**src/rtl/spp_pkg.sv**
```systemverilog
package spp_pkg;

   localparam int CMD_W = 6;

   localparam logic [CMD_W-1:0] C_LD_CFG   = 6'b000000;
   localparam logic [CMD_W-1:0] C_LD_PROG  = 6'b000010;
   localparam logic [CMD_W-1:0] C_RD_PROG  = 6'b000100;
   localparam logic [CMD_W-1:0] C_INC      = 6'b000110;
   localparam logic [CMD_W-1:0] C_BEGIN    = 6'b001000;
   localparam logic [CMD_W-1:0] C_LD_DATA  = 6'b000011;
   localparam logic [CMD_W-1:0] C_RD_DATA  = 6'b000101;
   localparam logic [CMD_W-1:0] C_ERA_PROG = 6'b001001;
   localparam logic [CMD_W-1:0] C_ERA_DATA = 6'b001011;

   typedef enum logic [1:0] {ST_OFF, ST_CMD, ST_LOAD, ST_READ} st_t;

   typedef struct packed {
      logic ld;
      logic rd;
      logic dmem;
      logic cfg;
      logic inc;
      logic start;
      logic era_p;
      logic era_d;
   } dec_t;

endpackage

```
**src/rtl/spp_sync.sv**
```systemverilog
module spp_sync #(
   parameter int W      = 3,
   parameter int STAGES = 2
) (
   input  logic         clk,
   input  logic         rst_n,
   input  logic [W-1:0] d_i,
   output logic [W-1:0] q_o
);

   logic [W-1:0] stg [STAGES];

   for (genvar s = 0; s < STAGES; s++) begin : g_stage
      if (s == 0) begin : g_first
         always_ff @(posedge clk or negedge rst_n) begin
            if (!rst_n) stg[s] <= '0;
            else        stg[s] <= d_i;
         end
      end else begin : g_next
         always_ff @(posedge clk or negedge rst_n) begin
            if (!rst_n) stg[s] <= '0;
            else        stg[s] <= stg[s-1];
         end
      end
   end

   assign q_o = stg[STAGES-1];

endmodule

```
**src/rtl/spp_decode.sv**
```systemverilog
module spp_decode
   import spp_pkg::*;
(
   input  logic [CMD_W-1:0] code_i,
   output dec_t             dec_o
);

   always_comb begin
      dec_o = '0;
      case (code_i)
         C_LD_CFG:   begin dec_o.ld = 1'b1; dec_o.cfg  = 1'b1; end
         C_LD_PROG:  dec_o.ld = 1'b1;
         C_LD_DATA:  begin dec_o.ld = 1'b1; dec_o.dmem = 1'b1; end
         C_RD_PROG:  dec_o.rd = 1'b1;
         C_RD_DATA:  begin dec_o.rd = 1'b1; dec_o.dmem = 1'b1; end
         C_INC:      dec_o.inc   = 1'b1;
         C_BEGIN:    dec_o.start = 1'b1;
         C_ERA_PROG: dec_o.era_p = 1'b1;
         C_ERA_DATA: dec_o.era_d = 1'b1;
         default:    dec_o = '0;
      endcase
   end

endmodule

```
**src/rtl/spp_frame.sv**
```systemverilog
module spp_frame
   import spp_pkg::*;
#(
   parameter int DATA_W = 14
) (
   input  logic              clk,
   input  logic              rst_n,
   input  logic              hv_i,
   input  logic              hv_rise_i,
   input  logic              sclk_i,
   input  logic              sdat_i,
   input  logic              sclk_rise_i,
   input  logic              sclk_fall_i,
   input  logic              busy_i,
   input  logic [DATA_W-1:0] rd_word_i,
   output logic              mode_o,
   output logic              pdat_o,
   output logic              pdat_oe_o,
   output logic              addr_cfg_o,
   output logic              addr_inc_o,
   output logic              wr_prog_o,
   output logic              wr_data_o,
   output logic [DATA_W-1:0] wr_word_o,
   output logic              rd_req_o,
   output logic              rd_dmem_o,
   output logic              start_o,
   output logic              era_prog_o,
   output logic              era_data_o
);

   localparam int FRAME_LEN = DATA_W + 2;
   localparam int CNT_W     = $clog2(FRAME_LEN + 1);
   localparam logic [CNT_W-1:0] ONE      = CNT_W'(1);
   localparam logic [CNT_W-1:0] D_LAST   = CNT_W'(DATA_W);
   localparam logic [CNT_W-1:0] F_LAST   = CNT_W'(FRAME_LEN - 1);
   localparam logic [CNT_W-1:0] CMD_LAST = CNT_W'(CMD_W - 1);

   st_t               st_q;
   logic [CNT_W-1:0]  cnt_q;
   logic [CMD_W-1:0]  cmd_q;
   logic [DATA_W-1:0] sr_q;
   logic              dmem_q;
   logic [CMD_W-1:0]  code;
   dec_t              dec;
   logic              in_data;

   // Code as it stands once the bit on the pin is shifted in (lsb first).
   assign code    = {sdat_i, cmd_q[CMD_W-1:1]};
   assign in_data = (cnt_q >= ONE) && (cnt_q <= D_LAST);

   spp_decode i_dec (
      .code_i (code),
      .dec_o  (dec)
   );

   always_ff @(posedge clk or negedge rst_n) begin
      if (!rst_n) begin
         st_q       <= ST_OFF;
         cnt_q      <= '0;
         cmd_q      <= '0;
         sr_q       <= '0;
         dmem_q     <= 1'b0;
         pdat_o     <= 1'b0;
         addr_cfg_o <= 1'b0;
         addr_inc_o <= 1'b0;
         wr_prog_o  <= 1'b0;
         wr_data_o  <= 1'b0;
         wr_word_o  <= '0;
         rd_req_o   <= 1'b0;
         rd_dmem_o  <= 1'b0;
         start_o    <= 1'b0;
         era_prog_o <= 1'b0;
         era_data_o <= 1'b0;
      end else begin
         addr_cfg_o <= 1'b0;
         addr_inc_o <= 1'b0;
         wr_prog_o  <= 1'b0;
         wr_data_o  <= 1'b0;
         rd_req_o   <= 1'b0;
         start_o    <= 1'b0;
         era_prog_o <= 1'b0;
         era_data_o <= 1'b0;
         if (!hv_i) begin
            st_q   <= ST_OFF;
            cnt_q  <= '0;
            cmd_q  <= '0;
            pdat_o <= 1'b0;
         end else begin
            case (st_q)
               ST_OFF: begin
                  if (hv_rise_i && !sclk_i && !sdat_i) begin
                     st_q  <= ST_CMD;
                     cnt_q <= '0;
                  end
               end
               ST_CMD: begin
                  if (sclk_fall_i) begin
                     cmd_q <= code;
                     if (cnt_q == CMD_LAST) begin
                        cnt_q      <= '0;
                        dmem_q     <= dec.dmem;
                        addr_inc_o <= dec.inc;
                        start_o    <= dec.start & ~busy_i;
                        era_prog_o <= dec.era_p & ~busy_i;
                        era_data_o <= dec.era_d & ~busy_i;
                        if (dec.ld) begin
                           st_q       <= ST_LOAD;
                           addr_cfg_o <= dec.cfg;
                        end else if (dec.rd) begin
                           st_q      <= ST_READ;
                           rd_req_o  <= 1'b1;
                           rd_dmem_o <= dec.dmem;
                           pdat_o    <= 1'b0;
                        end
                     end else begin
                        cnt_q <= cnt_q + ONE;
                     end
                  end
               end
               ST_LOAD: begin
                  if (sclk_fall_i) begin
                     if (in_data) sr_q <= {sdat_i, sr_q[DATA_W-1:1]};
                     if (cnt_q == F_LAST) begin
                        st_q      <= ST_CMD;
                        cnt_q     <= '0;
                        wr_word_o <= sr_q;
                        wr_prog_o <= ~dmem_q;
                        wr_data_o <= dmem_q;
                     end else begin
                        cnt_q <= cnt_q + ONE;
                     end
                  end
               end
               ST_READ: begin
                  if (rd_req_o) begin
                     sr_q <= rd_word_i;
                  end else if (sclk_rise_i) begin
                     if (in_data) begin
                        pdat_o <= sr_q[0];
                        sr_q   <= sr_q >> 1;
                     end else begin
                        pdat_o <= 1'b0;
                     end
                  end
                  if (sclk_fall_i) begin
                     if (cnt_q == F_LAST) begin
                        st_q   <= ST_CMD;
                        cnt_q  <= '0;
                        pdat_o <= 1'b0;
                     end else begin
                        cnt_q <= cnt_q + ONE;
                     end
                  end
               end
               default: st_q <= ST_OFF;
            endcase
         end
      end
   end

   assign mode_o    = (st_q != ST_OFF);
   assign pdat_oe_o = (st_q == ST_READ);

   // strobes are mutually exclusive
   a_r9_one_strobe: assert property (@(posedge clk) disable iff (!rst_n)
      $onehot0({addr_cfg_o, addr_inc_o, wr_prog_o, wr_data_o,
                rd_req_o, start_o, era_prog_o, era_data_o}));

   // nothing leaves the block while the mode is off
   a_r2_quiet_when_off: assert property (@(posedge clk) disable iff (!rst_n)
      !mode_o |-> (!pdat_oe_o && !addr_cfg_o && !addr_inc_o && !wr_prog_o &&
                   !wr_data_o && !rd_req_o && !start_o && !era_prog_o && !era_data_o));

   // no programming or erase start on a busy cycle
   a_r7_busy_blocks: assert property (@(posedge clk) disable iff (!rst_n)
      (start_o || era_prog_o || era_data_o) |-> $past(!busy_i));

   // a write never coincides with a driven data pin
   a_r4_write_no_drive: assert property (@(posedge clk) disable iff (!rst_n)
      (wr_prog_o || wr_data_o) |-> !pdat_oe_o);

   // the pin turns around only together with a read request
   a_r6_oe_with_request: assert property (@(posedge clk) disable iff (!rst_n)
      $rose(pdat_oe_o) |-> rd_req_o);

endmodule

```
**src/rtl/serial_prog_port.sv**
```systemverilog
module serial_prog_port #(
   parameter int DATA_W      = 14,
   parameter int SYNC_STAGES = 2
) (
   input  logic              clk,
   input  logic              rst_n,
   input  logic              hv_det_i,
   input  logic              pclk_i,
   input  logic              pdat_i,
   output logic              pdat_o,
   output logic              pdat_oe_o,
   input  logic              busy_i,
   input  logic [DATA_W-1:0] rd_word_i,
   output logic              prog_mode_o,
   output logic              addr_cfg_o,
   output logic              addr_inc_o,
   output logic              wr_prog_o,
   output logic              wr_data_o,
   output logic [DATA_W-1:0] wr_word_o,
   output logic              rd_req_o,
   output logic              rd_dmem_o,
   output logic              start_prog_o,
   output logic              erase_prog_o,
   output logic              erase_data_o
);

   if (SYNC_STAGES < 2) begin : g_bad_sync
      $error("serial_prog_port: SYNC_STAGES must be at least 2");
   end
   if (DATA_W < 2) begin : g_bad_width
      $error("serial_prog_port: DATA_W must be at least 2");
   end

   logic [2:0] pins_s;
   logic       hv_s, sclk_s, sdat_s;
   logic       hv_prev_q, sclk_prev_q;

   spp_sync #(.W(3), .STAGES(SYNC_STAGES)) i_sync (
      .clk   (clk),
      .rst_n (rst_n),
      .d_i   ({hv_det_i, pclk_i, pdat_i}),
      .q_o   (pins_s)
   );

   assign {hv_s, sclk_s, sdat_s} = pins_s;

   always_ff @(posedge clk or negedge rst_n) begin
      if (!rst_n) begin
         hv_prev_q   <= 1'b0;
         sclk_prev_q <= 1'b0;
      end else begin
         hv_prev_q   <= hv_s;
         sclk_prev_q <= sclk_s;
      end
   end

   spp_frame #(.DATA_W(DATA_W)) i_frame (
      .clk         (clk),
      .rst_n       (rst_n),
      .hv_i        (hv_s),
      .hv_rise_i   (hv_s & ~hv_prev_q),
      .sclk_i      (sclk_s),
      .sdat_i      (sdat_s),
      .sclk_rise_i (sclk_s & ~sclk_prev_q),
      .sclk_fall_i (~sclk_s & sclk_prev_q),
      .busy_i      (busy_i),
      .rd_word_i   (rd_word_i),
      .mode_o      (prog_mode_o),
      .pdat_o      (pdat_o),
      .pdat_oe_o   (pdat_oe_o),
      .addr_cfg_o  (addr_cfg_o),
      .addr_inc_o  (addr_inc_o),
      .wr_prog_o   (wr_prog_o),
      .wr_data_o   (wr_data_o),
      .wr_word_o   (wr_word_o),
      .rd_req_o    (rd_req_o),
      .rd_dmem_o   (rd_dmem_o),
      .start_o     (start_prog_o),
      .era_prog_o  (erase_prog_o),
      .era_data_o  (erase_data_o)
   );

   // the mode can only switch on while the detect is high
   a_r1_mode_needs_hv: assert property (@(posedge clk) disable iff (!rst_n)
      $rose(prog_mode_o) |-> hv_prev_q);

endmodule

```
**config.mk**
```make
export PLATFORM = sky130hd
export DESIGN_NAME = serial_prog_port
export DESIGN_NICKNAME = d
export VERILOG_FILES = /design/src/rtl/spp_pkg.sv /design/src/rtl/spp_sync.sv /design/src/rtl/spp_decode.sv /design/src/rtl/spp_frame.sv /design/src/rtl/serial_prog_port.sv
export SDC_FILE = /design/constraint.sdc
export NUM_CORES = 1
export LEC_CHECK = 0
export BUFFER_PORTS_ARGS = -buffer_cell sky130_fd_sc_hd__buf_2
export CORE_UTILIZATION = 55
export CTS_CLUSTER_DIAMETER = 120
export DETAILED_ROUTE_END_ITERATION = 6
export MAX_ROUTING_LAYER = met4
export PLACE_DENSITY_LB_ADDON = 0.25
export SYNTH_ARGS = -nofsm -noshare
export SYNTH_HDL_FRONTEND = slang
export SYNTH_HIERARCHICAL = 1
export SYNTH_SLANG_ARGS = --single-unit
```
**constraint.sdc**
```tcl
create_clock -name clk -period 4.83 [get_ports clk]
set_input_delay 0.2415 -clock clk [delete_from_list [all_inputs] [get_ports clk]]
set_output_delay 0.2415 -clock clk [all_outputs]
set_load 0.05 [all_outputs]
```
==> impl_metrics.json, run 1 <==
{
  "status": "complete, no violations",
  "via_per_inst": 5.23,
  "drc": 0,
  "synthDistinctLibCells": 49,
  "ys_warn_count": 6,
  "grt_max_degree": 60,
  "detail-route-antenna-nets": 0,
  "grt_setup_unrepaired": "no",
  "row_count": 25,
  "clock_skew_ps": 7.78,
  "antenna_cells": 0,
  "grt_pass1_wl_um": 7920,
  "worst_slack_ps": 2670,
  "ios": 46,
  "syn_avg_cell_area_um2": 12.5,
  "max_cap_viol_count": 0,
  "layout_commonest_cell": "dfrtp_1",
  "drt-total-wl_um": 4870,
  "endpoint_kind": "flop",
  "wl_per_cell_um": 14.1,
  "first_global_vias": 1719,
  "finalHoldViolations": 0,
  "synthesis.nets": 249,
  "cts_resized": 0,
  "finalSetupViolations": 0,
  "clock_path_buffers": 2,
  "dp.cells": 328,
  "stdcell_count": 344,
  "start_util": 0.582,
  "tightest_slew_ps": 727,
  "p_leak_nw": 1.62,
  "synth_sequential_area_ratio": 0.527,
  "cts_tree": "yes",
  "rrSetupSlack_ps": 2670,
  "vias": 1800,
  "fin_util": 0.677,
  "worst_setup_path_start_kind": "flop",
  "cts-root-buf": "clkbuf_8",
  "power_density_mw_per_mm2": 373,
  "nets": 299,
  "hp-class": "input pin to flop",
  "gp_congestion": 0.816,
  "crit_type": "flop to flop",
  "grt_antenna_before_repair": 0,
  "firstDrtPassIters": 4,
  "drv_slew": 0,
  "synth_edf_count": 0,
  "portBuffers": 45,
  "cts.sinks": 59,
  "setup-tns-final_ps": 0,
  "postSynthCellCount": 224,
  "track_usage": 0.208,
  "synth-seq-cells": 59,
  "die_x_um": 73.4,
  "synthArstFlopShare": 1.00,
  "final_cell_mix": "dfrtp_1, buf_2, mux2_2",
  "period_needed_ps": 2160,
  "slew_headroom": 0.516,
  "synth_flop_cell": "dfrtp_1",
  "floorplan.core_area_mm2": 0.00482,
  "die_h_um": 73.4,
  "vdd.ir_drop.worst_mv": 0.253,
  "drtIter0Drc": 55,
  "netlist_area_mm2": 0.00280,
  "area_growth_pct": 16.3,
  "total_power_w": 0.00122,
  "timing.fmax_mhz": 462,
  "period_share": 0.448,
  "arrival_ps": 2380,
  "clkSlewWorstSetupHoldPaths_ps": 60,
  "layout-drive-gt1-share": 0.415,
  "die-area_mm2": 0.00539,
  "cts_buffers": 9,
  "htree_num_levels": 3,
  "dp_hpwl_um": 3380,
  "post-place-ws_ps": 2680,
  "worst-endpoint-required_ps": 5050,
  "cp_max_fo": 6,
  "overflow": 0,
  "clkLatencyLatePin_ps": 330
}
## power by group
group	switching, W	internal, W	leakage, nW
Clock	0.000174	0.000245	0.0950
Combinational	0.000129	0.0000969	0.725
Sequential	0.0000467	0.000527	0.797
Total	0.000350	0.000868	1.62
## synthesized netlist by cell type, drive strengths merged, types with 2 or more instances
library cell / count / area share
nand3: 8 / 0.014
or2: 3 / 0.0067
and2: 2 / 0.0045
nor2b: 2 / 0.0045
buf: 9 / 0.024
inv: 16 / 0.021
clkbuf: 2 / 0.0027
o21ai: 11 / 0.020
nor2: 4 / 0.0054
nand2: 13 / 0.020
dfrtp: 59 / 0.53
mux2: 42 / 0.18
nand2b: 3 / 0.0067
nor3b: 7 / 0.021
a21oi: 4 / 0.0071
nor4: 3 / 0.0067
o22ai: 2 / 0.0045
or4: 2 / 0.0067
ha: 5 / 0.022
and2b: 2 / 0.0058
nor3: 5 / 0.012
mux2i: 2 / 0.0071
## final timing paths
kind	to	depth (start not counted)	start
worst max-delay path	i_frame/st_q[0]$_DFFE_PN0P_	5	i_sync/q_o[0]$_DFF_PN0_
worst min-delay path	i_sync/stg[3]$_DFF_PN0_	1	pdat_i
max in group asynchronous	i_frame/wr_word_o[2]$_DFFE_PN0P_	2	rst_n
min in group asynchronous	i_frame/cnt_q[1]$_DFFE_PN0P_	2	rst_n
worst max register to register	i_frame/st_q[0]$_DFFE_PN0P_	5	i_sync/q_o[0]$_DFF_PN0_
worst min register to register	i_sync/q_o[1]$_DFF_PN0_	0	i_sync/stg[4]$_DFF_PN0_
## critical path, stage by stage (launching register included)
cell,delay (ps)
dfrtp_1,420
or4_1,570
a21oi_1,310
nor3_1,100
or3_1,370
mux2_2,280
## sequential cells by signal (all words and copies together), names as in the netlist, 2 cells and up
register / flops
i_sync/q_o: 3
i_frame/cmd_q: 5
i_frame/cnt_q: 5
i_frame/sr_q: 14
i_frame/st_q: 2
i_sync/stg: 3
i_frame/wr_word_o: 14
## kinds of logic (layout without fill, tap and decap cells)
kind of cell,Yosys count,in the layout,synth area share
AOI/OAI and AO/OA,26,26,0.0714
xor gates and xnor gates,1,1,0.00312
adders and majority gates,5,5,0.0223
buffers and inverters,27,80,0.0482
DFF,59,59,0.527
muxes,44,44,0.188
and+or+nand+nor,62,62,0.141
## what timing repair did
item,4_1_cts,5_1_grt
buffers inserted,0,0
hold endpoints to repair,2,0
hold buffers,2,0
## layout make-up
class | instances | area [um^2]
inverters | 16 | 60.1
clock buffers | 11 | 141
multi-input cells | 138 | 1190
well taps | 67 | 83.8
flip-flops and latches | 59 | 1480
clock inverters | 3 | 40.0
repair buffers | 50 | 268
fillers | 377 | 1560
## per-stage QoR
| stage | hold WS [ps] | instance area (um^2) |
|---|---|---|
| after floorplan | -54.1 | 2800 |
| after global placement | 333 | 3060 |
| after detailed placement | 336 | 3060 |
| after CTS | 8.88 | 3260 |
| after global routing | 10.2 | 3260 |
| final | 20.5 | 3260 |
## routing by layer
metal,share of wire,vias to the layer above,wire (um),GRT usage
met2,0.49,36,2370,0.310
met5,0,-,0,-
met4,0.014,0,70,0.122
li1,-,887,-,-
met1,0.46,868,2230,0.261
met3,0.040,9,195,0.0480
Note: power is estimated with default switching activity, not from simulation.
==> run 2: changes to the inputs <==
clock period = 2 ns   (was 4.83 ns; I/O delays follow)
==> impl_metrics.json, run 2 (same netlist as run 1, synthesis figures left out) <==
{
  "ios": 46,
  "portBuffers": 45,
  "vias": 1972,
  "dp_hpwl_um": 3930,
  "start_util": 0.582,
  "clock_skew_ps": 8.09,
  "grt_antenna_before_repair": 0,
  "max_stage_delay_ps": 430,
  "reg_top3": "i_frame/sr_q (14), i_frame/wr_word_o (14)",
  "worst_slack_ps": 40.2,
  "path_cells": "inv_1 -> ha_2 -> or4_4 -> o211ai_4 -> a2111oi_4 -> buf_12 -> mux2_4",
  "drtIter0Drc": 93,
  "layout-drive-gt1-share": 0.502,
  "switchingPower_w": 0.000968,
  "track_usage": 0.240,
  "p_comb_frac": 0.251,
  "cp_max_fo": 14,
  "post-place-ws_ps": -478,
  "floorplan.core_area_mm2": 0.00482,
  "clkSlewWorstSetupHoldPaths_ps": 60,
  "hp-class": "input pin to flop",
  "worst-path-buf-inv": 2,
  "reg2reg_depth": 7,
  "grt_pass1_wl_um": 9180,
  "finalHoldViolations": 0,
  "cts-root-buf": "clkbuf_8",
  "max_cap_viol_count": 0,
  "cts.sinks": 59,
  "tightest_slew_ps": 587,
  "period_share": 0.980,
  "gp_congestion": 0.871,
  "rr_startpoint": "i_frame/cnt_q[1]$_DFFE_PN0P_",
  "worst-endpoint-required_ps": 2210,
  "clockPowerShare": 0.352,
  "power_density_mw_per_mm2": 911,
  "htree_num_levels": 3,
  "pwr-share-seq": 0.397,
  "timing.fmax_mhz": 510,
  "clock_path_buffers": 2,
  "grt_setup_unrepaired": "yes",
  "wl_per_cell_um": 15.4,
  "postLayoutCellArea_mm2": 0.00371,
  "p_leak_nw": 1.83,
  "die-area_mm2": 0.00539,
  "endpoint_kind": "flop",
  "placed_cell_area_mm2": 0.00328,
  "fin_util": 0.770,
  "drc": 0,
  "via_per_inst": 5.22,
  "first_global_vias": 1874,
  "clkLatencyLatePin_ps": 330,
  "area_growth_pct": 32.3,
  "dp.cells": 351,
  "cts_tree": "yes",
  "crit_type": "flop to flop",
  "stdcell_count": 378,
  "drv_slew": 0,
  "detail-route-antenna-nets": 0,
  "overflow": 0,
  "drt-total-wl_um": 5800,
  "switching_share": 0.286,
  "vdd.ir_drop.worst_mv": 0.597,
  "path_delay_family": "simple AND/OR/NAND/NOR gates",
  "layout_commonest_cell": "dfrtp_1",
  "hold_depth": 3,
  "firstDrtPassIters": 4,
  "worst_setup_path_start_kind": "flop",
  "final_cell_mix": "dfrtp_1, buf_2, mux2_2",
  "grt_max_degree": 36,
  "status": "complete, no violations",
  "die_x_um": 73.4,
  "nets": 331,
  "min_from": "rd_word_i[0]",
  "die_h_um": 73.4,
  "period_needed_ps": 1960,
  "intPower_w": 0.00241,
  "cts_buffers": 9,
  "rrSetupSlack_ps": 40,
  "slew_headroom": 0.609,
  "arrival_ps": 2170,
  "finalSetupViolations": 0,
  "hold-path-endpoint": "i_frame/sr_q[0]$_DFFE_PN0P_",
  "antenna_cells": 0,
  "worstReg2RegEnd": "i_frame/sr_q[11]$_DFFE_PN0P_",
  "cpMaxStageDelayCell": "or4_4",
  "row_count": 25
}
==> run 2: worst min-delay path, stage by stage <==
cell and delay (ps):
buf_2 80, mux2i_1 60, mux2i_1 140
==> run 2: final cells by class <==
type	instances	area, um^2
Multi-Input combinational cell	138	1290
Inverter	16	60.1
Clock buffer	12	145
Sequential cell	59	1480
Clock inverter	4	73.8
Timing Repair Buffer	82	578
Tap cell	67	83.8
Fill cell	336	1110
==> run 2: power by group through the flow <==
| stage | combinational (W) | sequential, W | clock (W) |
|---|---|---|---|
| 5_1_grt | 0.000922 | 0.00135 | 0.00127 |
| 3_5_place_dp | 0.000763 | 0.00136 | 0 |
| 3_3_place_gp | 0.000747 | 0.00135 | 0 |
| 6_report | 0.000849 | 0.00134 | 0.00119 |
| 2_1_floorplan | 0.000498 | 0.00136 | 0 |
| 4_1_cts | 0.000779 | 0.00134 | 0.00122 |
==> run 2: metal layers <==
layer,vias to the layer above,routed length [um],global-route usage
met5,-,0,-
met2,55,2700,0.337
met3,9,276,0.0617
li1,955,-,-
met1,953,2740,0.329
met4,0,87,0.105
==> run 2: per-stage QoR <==
step,power [W],setup TNS [ps],hold slack (ps)
3_3_place_gp,0.00210,-4870,138
4_1_cts,0.00333,0,78.4
3_5_place_dp,0.00212,-5720,133
6_report,0.00338,0,97.9
5_1_grt,0.00354,-636,112
2_1_floorplan,0.00185,-9.82,-196
==> run 2: how the worst max path moves through the flow <==
stage	startpoint	endpoint	slack, ps	depth (start not counted)
after floorplan	i_sync/q_o[0]$_DFF_PN0_	i_frame/st_q[0]$_DFFE_PN0P_	-10	6
after global placement	i_frame/cnt_q[0]$_DFFE_PN0P_	i_frame/sr_q[13]$_DFFE_PN0P_	-410	6
after detailed placement	i_frame/cnt_q[0]$_DFFE_PN0P_	i_frame/sr_q[2]$_DFFE_PN0P_	-480	6
after CTS	i_frame/cnt_q[0]$_DFFE_PN0P_	i_frame/wr_word_o[0]$_DFFE_PN0P_	10	9
after global routing	i_frame/cnt_q[1]$_DFFE_PN0P_	i_frame/sr_q[12]$_DFFE_PN0P_	-60	7
final	i_frame/cnt_q[1]$_DFFE_PN0P_	i_frame/sr_q[11]$_DFFE_PN0P_	40	7
==> run 2: what timing repair did <==
item	CTS	global route
gates cloned	0	1
resized for setup	1	17
hold buffers	5	0
endpoints found under the setup margin	24	29
pin swaps	1	1
setup buffers	1	4
endpoints found under the hold margin	30	0
